--- src/rtl/segx_pkg.sv ---
package segx_pkg;
  localparam int AW      = 32;
  localparam int WORD_W  = 32;
  localparam int LIM_W   = 20;
  localparam int PAGE_SH = 12;

  typedef enum logic [1:0] {
    FLT_NONE   = 2'd0,
    FLT_LIMIT  = 2'd1,
    FLT_WRITE  = 2'd2,
    FLT_ABSENT = 2'd3
  } fault_e;

  typedef struct packed {
    logic             present;
    logic             writable;
    logic             gran;
    logic [LIM_W-1:0] limit;
    logic [AW-1:0]    base;
  } desc_t;
endpackage

--- src/rtl/segx_rst_sync.sv ---
module segx_rst_sync (
  input  logic clk,
  input  logic rst_n,
  output logic srst_n
);
  logic meta_q;

  always_ff @(posedge clk or negedge rst_n) begin
    if (!rst_n) begin
      meta_q <= 1'b0;
      srst_n <= 1'b0;
    end else begin
      meta_q <= 1'b1;
      srst_n <= meta_q;
    end
  end
endmodule

--- src/rtl/segx_fetch.sv ---
module segx_fetch
  import segx_pkg::*;
#(
  parameter int NSEG = 6,
  parameter int SELW = 12,
  parameter int SEGW = 3
) (
  input  logic                 clk,
  input  logic                 rst_n,
  input  logic [NSEG-1:0]      ld_en,
  input  logic [NSEG*SELW-1:0] ld_sel,
  input  logic [AW-1:0]        tbl_base,
  output logic                 mem_req,
  output logic [AW-1:0]        mem_addr,
  input  logic                 mem_rvalid,
  input  logic [WORD_W-1:0]    mem_rdata,
  output logic                 fill_en,
  output logic [SEGW-1:0]      fill_idx,
  output desc_t                fill_desc,
  output logic [NSEG-1:0]      busy
);
  localparam int PADW = AW - SELW - 3;

  typedef enum logic [2:0] {
    F_IDLE, F_REQ_LO, F_WAIT_LO, F_REQ_HI, F_WAIT_HI
  } fstate_e;

  fstate_e            state_q, state_d;
  logic [NSEG-1:0]    pend_q, pend_d, pick_oh;
  logic [SELW-1:0]    sel_q [NSEG];
  logic [SEGW-1:0]    cur_q, cur_d, pick_idx;
  logic [SELW-1:0]    cur_sel_q, cur_sel_d, pick_sel;
  logic [WORD_W-1:0]  lo_q, lo_d;
  logic               lo_en, cur_en;

  // per-register selector holding registers
  for (genvar k = 0; k < NSEG; k++) begin : g_sel
    always_ff @(posedge clk or negedge rst_n) begin
      if (!rst_n)        sel_q[k] <= '0;
      else if (ld_en[k]) sel_q[k] <= ld_sel[k*SELW +: SELW];
    end
  end

  // lowest pending register wins
  always_comb begin
    pick_idx = '0;
    pick_sel = '0;
    pick_oh  = '0;
    for (int k = NSEG - 1; k >= 0; k--) begin
      if (pend_q[k]) begin
        pick_idx    = SEGW'(k);
        pick_sel    = sel_q[k];
        pick_oh     = '0;
        pick_oh[k]  = 1'b1;
      end
    end
  end

  always_comb begin
    state_d   = state_q;
    cur_d     = cur_q;
    cur_sel_d = cur_sel_q;
    cur_en    = 1'b0;
    lo_d      = mem_rdata;
    lo_en     = 1'b0;
    mem_req   = 1'b0;
    fill_en   = 1'b0;
    pend_d    = pend_q | ld_en;
    unique case (state_q)
      F_IDLE: if (|pend_q) begin
        state_d   = F_REQ_LO;
        cur_d     = pick_idx;
        cur_sel_d = pick_sel;
        cur_en    = 1'b1;
        pend_d    = (pend_q & ~pick_oh) | ld_en;
      end
      F_REQ_LO: begin
        mem_req = 1'b1;
        state_d = F_WAIT_LO;
      end
      F_WAIT_LO: if (mem_rvalid) begin
        lo_en   = 1'b1;
        state_d = F_REQ_HI;
      end
      F_REQ_HI: begin
        mem_req = 1'b1;
        state_d = F_WAIT_HI;
      end
      F_WAIT_HI: if (mem_rvalid) begin
        fill_en = 1'b1;
        state_d = F_IDLE;
      end
      default: state_d = F_IDLE;
    endcase
  end

  always_ff @(posedge clk or negedge rst_n) begin
    if (!rst_n) begin
      state_q <= F_IDLE;
      pend_q  <= '0;
    end else begin
      state_q <= state_d;
      pend_q  <= pend_d;
    end
  end

  always_ff @(posedge clk or negedge rst_n) begin
    if (!rst_n) begin
      cur_q     <= '0;
      cur_sel_q <= '0;
    end else if (cur_en) begin
      cur_q     <= cur_d;
      cur_sel_q <= cur_sel_d;
    end
  end

  always_ff @(posedge clk or negedge rst_n) begin
    if (!rst_n)     lo_q <= '0;
    else if (lo_en) lo_q <= lo_d;
  end

  assign mem_addr = tbl_base + {{PADW{1'b0}}, cur_sel_q, 3'b000}
                  + ((state_q == F_REQ_HI) ? AW'(4) : AW'(0));

  assign fill_idx            = cur_q;
  assign fill_desc.base      = lo_q;
  assign fill_desc.limit     = mem_rdata[LIM_W-1:0];
  assign fill_desc.gran      = mem_rdata[LIM_W];
  assign fill_desc.writable  = mem_rdata[LIM_W+1];
  assign fill_desc.present   = mem_rdata[LIM_W+2];

  always_comb begin
    for (int k = 0; k < NSEG; k++)
      busy[k] = pend_q[k] | ((state_q != F_IDLE) && (cur_q == SEGW'(k)));
  end
endmodule

--- src/rtl/segx_cache.sv ---
module segx_cache
  import segx_pkg::*;
#(
  parameter int NSEG = 6,
  parameter int SEGW = 3
) (
  input  logic            clk,
  input  logic            rst_n,
  input  logic            fill_en,
  input  logic [SEGW-1:0] fill_idx,
  input  desc_t           fill_desc,
  input  logic [SEGW-1:0] rd_idx,
  output desc_t           rd_desc,
  output logic            rd_valid
);
  desc_t           ent_q [NSEG];
  logic [NSEG-1:0] val_q;

  for (genvar k = 0; k < NSEG; k++) begin : g_ent
    logic we;
    assign we = fill_en && (fill_idx == SEGW'(k));
    always_ff @(posedge clk or negedge rst_n) begin
      if (!rst_n) begin
        ent_q[k] <= '0;
        val_q[k] <= 1'b0;
      end else if (we) begin
        ent_q[k] <= fill_desc;
        val_q[k] <= 1'b1;
      end
    end
  end

  always_comb begin
    rd_desc  = '0;
    rd_valid = 1'b0;
    for (int k = 0; k < NSEG; k++) begin
      if (rd_idx == SEGW'(k)) begin
        rd_desc  = ent_q[k];
        rd_valid = val_q[k];
      end
    end
  end
endmodule

--- src/rtl/segx_check.sv ---
module segx_check
  import segx_pkg::*;
(
  input  desc_t         desc,
  input  logic          valid,
  input  logic [AW-1:0] off,
  input  logic          wr,
  output fault_e        fault,
  output logic [AW-1:0] lin
);
  logic [AW-1:0] eff_lim;
  logic [AW-1:0] sum;

  assign eff_lim = desc.gran ? {desc.limit, {PAGE_SH{1'b1}}}
                             : {{(AW-LIM_W){1'b0}}, desc.limit};
  assign sum = desc.base + off;

  always_comb begin
    if (!valid || !desc.present)      fault = FLT_ABSENT;
    else if (off > eff_lim)           fault = FLT_LIMIT;
    else if (wr && !desc.writable)    fault = FLT_WRITE;
    else                              fault = FLT_NONE;
  end

  assign lin = (fault == FLT_NONE) ? sum : '0;
endmodule

--- src/rtl/seg_xlate.sv ---
module seg_xlate
  import segx_pkg::*;
#(
  parameter int NSEG = 6,
  parameter int SELW = 12,
  parameter int SEGW = 3
) (
  input  logic                 clk,
  input  logic                 rst_n,
  input  logic [NSEG-1:0]      ld_en,
  input  logic [NSEG*SELW-1:0] ld_sel,
  input  logic [31:0]          tbl_base,
  input  logic                 tr_valid,
  input  logic [SEGW-1:0]      tr_seg,
  input  logic [31:0]          tr_off,
  input  logic                 tr_wr,
  output logic                 tr_ready,
  output logic                 rsp_valid,
  output logic [1:0]           rsp_fault,
  output logic [31:0]          rsp_addr,
  output logic                 mem_req,
  output logic [31:0]          mem_addr,
  input  logic                 mem_rvalid,
  input  logic [31:0]          mem_rdata
);
  localparam int NIDX = 1 << SEGW;

  logic            srst_n;
  logic            fill_en;
  logic [SEGW-1:0] fill_idx;
  desc_t           fill_desc;
  logic [NSEG-1:0] busy;
  logic [NIDX-1:0] busy_ext;
  desc_t           rd_desc;
  logic            rd_valid;
  fault_e          chk_fault;
  logic [31:0]     chk_addr;
  logic            accept;

  segx_rst_sync u_rst (.clk(clk), .rst_n(rst_n), .srst_n(srst_n));

  segx_fetch #(.NSEG(NSEG), .SELW(SELW), .SEGW(SEGW)) u_fetch (
    .clk(clk), .rst_n(srst_n), .ld_en(ld_en), .ld_sel(ld_sel),
    .tbl_base(tbl_base), .mem_req(mem_req), .mem_addr(mem_addr),
    .mem_rvalid(mem_rvalid), .mem_rdata(mem_rdata),
    .fill_en(fill_en), .fill_idx(fill_idx), .fill_desc(fill_desc),
    .busy(busy)
  );

  segx_cache #(.NSEG(NSEG), .SEGW(SEGW)) u_cache (
    .clk(clk), .rst_n(srst_n), .fill_en(fill_en), .fill_idx(fill_idx),
    .fill_desc(fill_desc), .rd_idx(tr_seg), .rd_desc(rd_desc),
    .rd_valid(rd_valid)
  );

  segx_check u_chk_path (
    .desc(rd_desc), .valid(rd_valid), .off(tr_off), .wr(tr_wr),
    .fault(chk_fault), .lin(chk_addr)
  );

  always_comb begin
    busy_ext           = '0;
    busy_ext[NSEG-1:0] = busy;
  end

  assign tr_ready = srst_n && !busy_ext[tr_seg];
  assign accept   = tr_valid && tr_ready;

  always_ff @(posedge clk or negedge srst_n) begin
    if (!srst_n) rsp_valid <= 1'b0;
    else         rsp_valid <= accept;
  end

  always_ff @(posedge clk or negedge srst_n) begin
    if (!srst_n) begin
      rsp_fault <= 2'd0;
      rsp_addr  <= '0;
    end else if (accept) begin
      rsp_fault <= chk_fault;
      rsp_addr  <= chk_addr;
    end
  end
endmodule

--- config.mk ---
export PLATFORM = sky130hd
export DESIGN_NAME = seg_xlate
export DESIGN_NICKNAME = d
export VERILOG_FILES = /design/src/rtl/segx_pkg.sv /design/src/rtl/segx_rst_sync.sv /design/src/rtl/segx_fetch.sv /design/src/rtl/segx_cache.sv /design/src/rtl/segx_check.sv /design/src/rtl/seg_xlate.sv
export SDC_FILE = /design/constraint.sdc
export NUM_CORES = 1
export LEC_CHECK = 0
export ABC_AREA = 1
export BUFFER_PORTS_ARGS = -buffer_cell sky130_fd_sc_hd__clkbuf_2
export CAP_MARGIN = 40
export CORE_MARGIN = 5
export CORE_UTILIZATION = 54
export DETAILED_ROUTE_END_ITERATION = 7
export GPL_ROUTABILITY_DRIVEN = 1
export PLACE_DENSITY = 0.77
export SKIP_CTS_REPAIR_TIMING = 1
export SYNTH_ARGS = -nofsm -noshare
export SYNTH_HDL_FRONTEND = slang
export SYNTH_SLANG_ARGS = --single-unit
--- constraint.sdc ---
create_clock -name clk -period 15.45 [get_ports clk]
set_clock_uncertainty 0.05 [all_clocks]
set_input_delay 2.3175 -clock clk [delete_from_list [all_inputs] [get_ports clk]]
set_output_delay 2.3175 -clock clk [all_outputs]
set_load 0.02 [all_outputs]
==> metrics.csv, run 1 <==
metric,value,unit
Post-Place Cell Area,0.0273,mm²
element type at the critical path end,output pin,
vias in the first global route,21600,
cell at the root of the clock tree,clkbuf_16,
Fmax achieved,0.144,GHz
H-tree depth reported by CTS,2,
setup repair after global routing missed its margin,no,
critical path cell sequence,"clkbuf_2, ha_1, inv_1, fa_1, nor2_1, nor2_1, o31ai_1, nand2_1, nand2_1, nand2_1, nor2_1, xor2_1, clkbuf_2",
clock latency on the worst-skew pair,610,ps
kind of critical path,in -> out,
CTS tree,built,
detailed-placement wirelength estimate,49900,µm
number of antenna violations at the first check in global routing,4,
CTS sink count,501,
WP data required,13080,ps
Max-Cap Viols,0,
power share of the sequential group,0.426,
"leading cell types in the layout, fill and taps excluded","930 x nand2_1, 500 x dfrtp_1, 421 x inv_1, 384 x o21ai_0, 246 x clkbuf_2",
overall power of the completed layout,4.07,mW
global-route wire length before repair,116000,µm
IO Port Bufs,246,
overall fraction of global-route tracks in use,0.282,
core region area,0.0467,mm²
crit path max-delay cell type,o31ai_1,
synth-to-layout area growth,13.5,%
actual slew at the worst max-slew pin,909,ps
setup-violating endpoint count in the final report,0,
Most used DFF post-synth,dfrtp_1,
path category of the worst min-delay check,reg -> async,
total via count after detailed routing,22100,
DIE AREA,0.0516,mm²
cell type group with the largest total delay on the critical path,simple AND/OR/NAND/NOR gates,
pwr/cell area,141,mW/mm²
post-synthesis cell count,3155,
Avg Synthesized Cell Area,8.08,µm²
initial cell density of the core,0.546,
netlist area before placement,0.0255,mm²
net count after synthesis,3415,
leakage power,14.8,nW
switching share of power,0.347,
width of the die,227,µm
final global-route overflow total,0,
"Hold Violations, Final",0,
"most common cell after layout, fill and taps aside",nand2_1,
number of flops mapped to enable cells by yosys,0,
status,"complete, no violations",
mean routed wirelength per cell,18.3,µm
count of pins over their slew limit,0,
instance count on the critical path,13,
final weighted congestion in routability-driven placement,0.975,
total iterations of the first detailed-routing run,6,
number of top-level pins,251,
post-synthesis sequential area ratio,0.492,
design area,0.0289,mm²
number of rows in the core area,79,
Chip Height,227,µm
fill cell total of the finished layout,4097,
VDD IR max,164,µV
Cell Int Power,2.66,mW
area of the multi-input gates,0.0107,mm²
clock buffer depth,3,
switching power,1.41,mW
number of storage elements in the synthesis netlist,501,
largest incremental delay on the critical path,460,ps
Ys Warns,0,
pre-CTS setup slack,8500,ps
number of nets with antenna violations after detailed routing,0,
summed negative setup slack over all endpoints,0,ps
Final Worst Setup Slack,8520,ps
final net count,3605,
Vias per Instance,5.53,
portion of total power attributed to the clock network,0.299,
power share of the combinational group,0.275,
WL final,72900,µm
crit path max fanout,4,
r2r worst-path depth,20,
fraction of synthesis flops using an asynchronous set or reset pin,1.00,
type of origin of the critical path,input pin,
minimum period implied by the final worst setup slack,6930,ps
TritonCTS buffer count,51,
CTS clock-pin slew for the worst setup and hold paths,60,ps
pin count of the biggest net entering global routing,75,
tightest slew margin relative to the limit,0.394,
DRC marker count from the first detailed-route iteration,1866,
count of distinct cell types in the synthesized netlist,48,
critical path buffer and inverter count,3,
Worst EP arrival,4560,ps
crit share post-route,0.448,
ratio of cells with drive above 1 in the final layout,0.129,
area occupied by registers,0.0125,mm²
number of DRC violations after detailed routing,0,
path summary, 6_finish.rpt:
check | start | endpoint | slack (ps)
max reg2reg | u_cache.ent_q[313] | rsp_addr[27] | 11960
max | tbl_base[2] | mem_addr[26] | 8520
max in group asynchronous | u_rst.srst_n | u_cache.ent_q[225] | 13190
min reg2reg | u_rst.srst_n | u_fetch.sel_q[16] | 220
min in group clk | u_rst.meta_q | u_rst.srst_n | 300
min | u_rst.srst_n | u_fetch.sel_q[16] | 220
cell families (layout without fill, tap and decap cells):
group	after synthesis	count (layout)	share of synthesized area
AOI/OAI and AO/OA	706	706	0.158
and+or+nand+nor	1201	1201	0.188
muxes	44	44	0.0194
buffers and inverters	578	801	0.0880
adders and majority gates	78	78	0.0389
other	1	5	0.000147
xor gates and xnor gates	46	46	0.0158
DFF	501	501	0.492
synthesized netlist by cell type, types with 8 or more instances:
| library cell | n | area share |
|---|---|---|
| nor2_1 | 119 | 0.018 |
| clkbuf_1 | 94 | 0.014 |
| buf_1 | 9 | 0.0013 |
| dfrtp_1 | 501 | 0.49 |
| o221ai_1 | 44 | 0.015 |
| inv_2 | 13 | 0.0019 |
| nor3_1 | 23 | 0.0045 |
| nand3_1 | 86 | 0.017 |
| a21oi_1 | 98 | 0.019 |
| a221oi_1 | 8 | 0.0028 |
| buf_2 | 31 | 0.0061 |
| ha_1 | 76 | 0.037 |
| o21ai_0 | 384 | 0.075 |
| nand4_1 | 12 | 0.0029 |
| o21ai_1 | 16 | 0.0031 |
| a31oi_1 | 12 | 0.0029 |
| mux2_2 | 44 | 0.019 |
| nand2_1 | 932 | 0.14 |
| o21bai_1 | 20 | 0.0059 |
| xnor2_1 | 12 | 0.0041 |
| o22ai_1 | 80 | 0.020 |
| inv_1 | 424 | 0.062 |
| o211ai_1 | 18 | 0.0053 |
| xor2_1 | 34 | 0.012 |
stage by stage:
step	util	hold WS (ps)	instances
final	0.620	223	3989
after global placement	0.581	285	3892
after global routing	0.620	271	3987
after detailed placement	0.585	232	3899
after floorplan	-	281	3155
after CTS	0.620	240	3985
power by group through the flow:
stage / Combinational (mW) / Clock, mW / Sequential (mW)
floorplan: 0.767 / 0 / 1.73
global placement: 1.08 / 0 / 1.75
CTS: 1.12 / 1.24 / 1.73
finish: 1.12 / 1.22 / 1.74
global route: 1.26 / 1.29 / 1.77
detailed placement: 1.11 / 0 / 1.75
state kept, by name, indices dropped and copies added, names as in the netlist, 2 cells and up:
name,cells
rsp_addr,32
rsp_fault,2
u_cache.ent_q,330
u_cache.val_q,6
u_fetch.cur_sel_q,12
u_fetch.fill_idx,3
u_fetch.lo_q,32
u_fetch.pend_q,6
u_fetch.sel_q,72
u_fetch.state_q,3
routing by layer:
layer,wire length [µm],track usage
met5,9,0
met1,30200,0.378
met2,34000,0.460
met3,5700,0.0582
met4,2990,0.102
final cells by class:
class                   count  area share
diodes                      4    0.000346
well taps                 607      0.0263
multi-input cells        2076       0.371
clock buffers              76      0.0516
repair buffers            277      0.0552
clock inverters            10     0.00510
inverters                 438      0.0568
flip-flops and latches    501       0.434
worst register-to-register path: cells and delay by family (launching register included):
| kind | cells | cell delay, ps |
|---|---|---|
| adder cells (fa/ha/maj) | 1 | 240 |
| AO/OA/AOI/OAI | 5 | 860 |
| AND/OR/NAND/NOR | 12 | 1790 |
| buffers and inverters | 2 | 130 |
| flip-flops | 1 | 360 |
(Power assumes the default switching activity.)
==> run 2: changes to the inputs <==
--- a/config.mk
+++ b/config.mk
@@ -5,7 +5,7 @@
 export SDC_FILE = /design/constraint.sdc
 export NUM_CORES = 1
 export LEC_CHECK = 0
-export ABC_AREA = 1
+export ABC_AREA = 0
 export BUFFER_PORTS_ARGS = -buffer_cell sky130_fd_sc_hd__clkbuf_2
 export CAP_MARGIN = 40
 export CORE_MARGIN = 5
==> constraint.sdc (replaced) <==
create_clock -name clk -period 6.1 [get_ports clk]
set_clock_uncertainty 0.05 [all_clocks]
set_input_delay 0.915 -clock clk [delete_from_list [all_inputs] [get_ports clk]]
set_output_delay 0.915 -clock clk [all_outputs]
set_load 0.02 [all_outputs]
==> run 2 against run 1 <==
  * First-iteration DRC count down 9.8%
  * Synthesized cell count down 34%
  * Sequential power rose to 2.7 times the previous value
  * Sequential share of layout area up 0.54 points
  * Core utilization up 0.95 points
  * Die area down 2.5%
  * Critical path depth up 1
  * Highest routed layer unchanged
==> metrics.csv, run 2 <==
metric,value,unit,change
WHS,38.2,ps,-185 ps
overall power of the completed layout,10.9,mW,+170%
mean routed wirelength per cell,22.8,µm,+25%
width of the die,224,µm,-1.2%
utilization of the core after routing,0.629,,+0.00951
Max-Cap Viols,0,,unchanged
initial cell density of the core,0.547,,+0.000909
crit share post-route,0.842,,
Chip Height,224,µm,-1.2%
pin count of the biggest net entering global routing,194,,+160%
minimum period implied by the final worst setup slack,5130,ps,
top cell types by occurrence after synthesis,"501 x dfrtp_1, 448 x mux2_2, 119 x nand2_1",,
area share of the leading cell type in the synthesized netlist,0.505,,+0.0130
cell type group with the largest total delay on the critical path,compound AO/OA/AOI/OAI gates,,
type of origin of the critical path,flip-flop,,
crit path max fanout,7,,+3
number of flip-flops under the largest register name,330,,unchanged
instance count on the critical path,14,,+1
overall fraction of global-route tracks in use,0.260,,-0.0217
number of cells after detailed placement,2841,,-27%
critical path cell sequence,"nor2b_1, and2_1, ha_1, inv_1, fa_1, nor2b_1, o21a_1, o21ai_0, a21oi_1, o31ai_1, a211oi_1, and3_1, xor2_1, clkbuf_2",,
synth-to-layout area growth,15.1,%,
"Hold Violations, Final",0,,unchanged
count of pins over their slew limit,0,,unchanged
leakage power,13.7,nW,-7.5%
final weighted congestion in routability-driven placement,0.912,,-6.5%
vias in the first global route,18700,,-13%
DRC marker count from the first detailed-route iteration,1683,,-9.8%
pwr/cell area,380,mW/mm²,+170%
count of distinct cell types in the synthesized netlist,64,,+33%
detailed-placement wirelength estimate,45600,µm,-8.6%
number of storage elements in the synthesis netlist,501,,unchanged
largest registers,"u_cache.ent_q x330, u_fetch.sel_q x72",,
fraction of synthesis flops using an asynchronous set or reset pin,1.00,,unchanged
Most used DFF post-synth,dfrtp_1,,
actual slew at the worst max-slew pin,1020,ps,+108 ps
WL final,66900,µm,-8.2%
status,"complete, no violations",,
VDD IR max,408,µV,+150%
Most common cell on crit path,nor2b_1,,
CTS sink count,501,,unchanged
ratio of cells with drive above 1 in the final layout,0.360,,+0.231
element type at the critical path end,output pin,,
largest incremental delay on the critical path,610,ps,+150 ps
number of rows in the core area,78,,-1.3%
"most common cell after layout, fill and taps aside",dfrtp_1,,
total iterations of the first detailed-routing run,8,,+2
Worst EP arrival,4170,ps,-390 ps
number of antenna violations at the first check in global routing,8,,+4
DIE AREA,0.0504,mm²,-2.5%
setup repair after global routing missed its margin,no,,
Ys Warns,0,,unchanged
tightest slew margin relative to the limit,0.322,,-0.0720
global-route wire length before repair,104000,µm,-9.9%
kind of critical path,reg -> out,,
number of flops mapped to enable cells by yosys,0,,unchanged
H-tree depth reported by CTS,2,,unchanged
path category of the worst min-delay check,in -> async,,
net count after synthesis,2340,,-31%
filler-free cell count of the finished design,2937,,-26%
Avg Synthesized Cell Area,11.9,µm²,+48%
library cell with the highest instance count after synthesis,dfrtp_1,,
CTS clock-pin slew for the worst setup and hold paths,60,ps,about the same
number of DRC violations after detailed routing,0,,unchanged
clock latency on the worst-skew pair,610,ps,about the same
Fmax achieved,0.195,GHz,
setup-violating endpoint count in the final report,0,,unchanged
final global-route overflow total,0,,unchanged
netlist area before placement,0.0248,mm²,-2.6%
post-synthesis sequential area ratio,0.505,,+0.0130
crit path max-delay cell type,a211oi_1,,
clock buffer depth,3,,unchanged
main area contributors after synthesis,"dfrtp_1 51%, mux2_2 20%, ha_1 3.8%",,
post-synthesis cell type with the largest combined area,dfrtp_1,,
WP data required,5130,ps,-7950 ps
Top reg by flops,u_cache.ent_q,,
cell at the root of the clock tree,clkbuf_16,,
total via count after detailed routing,18200,,-18%
post-synthesis cell count,2080,,-34%
number of nets with antenna violations after detailed routing,0,,unchanged
IO Port Bufs,246,,unchanged
Vias per Instance,6.19,,+12%
final net count,2554,,-29%
TritonCTS buffer count,51,,unchanged
critical path buffer and inverter count,2,,-1
"leading cell types in the layout, fill and taps excluded","500 x dfrtp_1, 448 x mux2_2, 243 x clkbuf_2, 119 x nand2_1, 114 x a21oi_1",,
core region area,0.0454,mm²,-2.7%
CTS tree,built,,
r2r worst-path depth,13,,-35%
summed negative setup slack over all endpoints,0,ps,unchanged
number of top-level pins,251,,unchanged
## run 2: cell types whose count changed in the layout (fill, tap and decap cells not counted), moves of 16 or more
cell      before  now
a21o_1         7   23
a21oi_1       98  114
a221oi_1       8   38
inv_1        421   27
mux2_2        44  448
mux2i_1        0   84
nand2_1      930  119
nand2b_1       0   17
nand3_1       86   19
o21ai_0      384   86
o21ai_1       16    0
o21bai_1      20    4
o22ai_1       80   18
xnor2_1       12   32
## run 2: per-stage QoR
stage                     setup WS, ps  cell area (µm²)
final                              966            28600
after global routing               688            28600
after CTS                          907            28600
after detailed placement           772            26800
after global placement             827            26700
after floorplan                    493            24800
## run 2: worst reg2reg max path, cell delays in order, from the launching register on
cell and delay, ps:
dfrtp_1 370, mux2i_1 130, nor2_1 60, a21oi_1 390, o221ai_1 260, ha_1 390
nor2b_1 160, o31a_1 290, o31ai_1 380, o211a_1 240, o211ai_1 210, a41oi_1 310
o211ai_1 140, a32o_1 300
## run 2: layout make-up
type	instances	area (µm²)
clock buffer	75	1500
timing repair buffer	285	1690
sequential	501	12500
tap	600	751
antenna	2	5.00
multi-input combinational	1427	11800
clock inverter	19	224
fill	3495	16800
inverter	28	105
## run 2: worst paths after layout
| path | from | to | slack, ps |
|---|---|---|---|
| min in group clk | u_rst.meta_q | u_rst.srst_n | 300 |
| min | rst_n | u_rst.srst_n | 40 |
| max | u_fetch.state_q[0] | mem_addr[26] | 970 |
| max in group asynchronous | u_rst.srst_n | u_fetch.sel_q[60] | 3770 |
| max reg2reg | u_cache.ent_q[277] | rsp_addr[28] | 2320 |
| min reg2reg | u_rst.srst_n | u_fetch.sel_q[23] | 170 |
## run 2: metal layers
layer / global-route usage / wire length, µm / vias to the layer above
li1: - / - / 8063
met1: 0.350 / 27800 / 9236
met2: 0.414 / 31200 / 694
met3: 0.0713 / 5500 / 175
met4: 0.0868 / 2340 / 8
met5: 0 / 47 / -
## run 2: logic make-up (layout without fill, tap and decap cells)
group,Yosys count,count (layout),share of synthesized area
mux,535,535,0.240
flops,501,501,0.505
compound gates,408,408,0.109
simple gates,354,354,0.0646
buf+inv,152,407,0.0238
fa+ha+maj,78,78,0.0399
xor+xnor,51,51,0.0180
other cells,1,3,0.000151
## run 2: power by group
group | internal, mW | total [mW] | switching (mW)
combinational | 1.40 | 2.93 | 1.53
clock | 1.84 | 3.19 | 1.36
sequential | 4.12 | 4.74 | 0.616
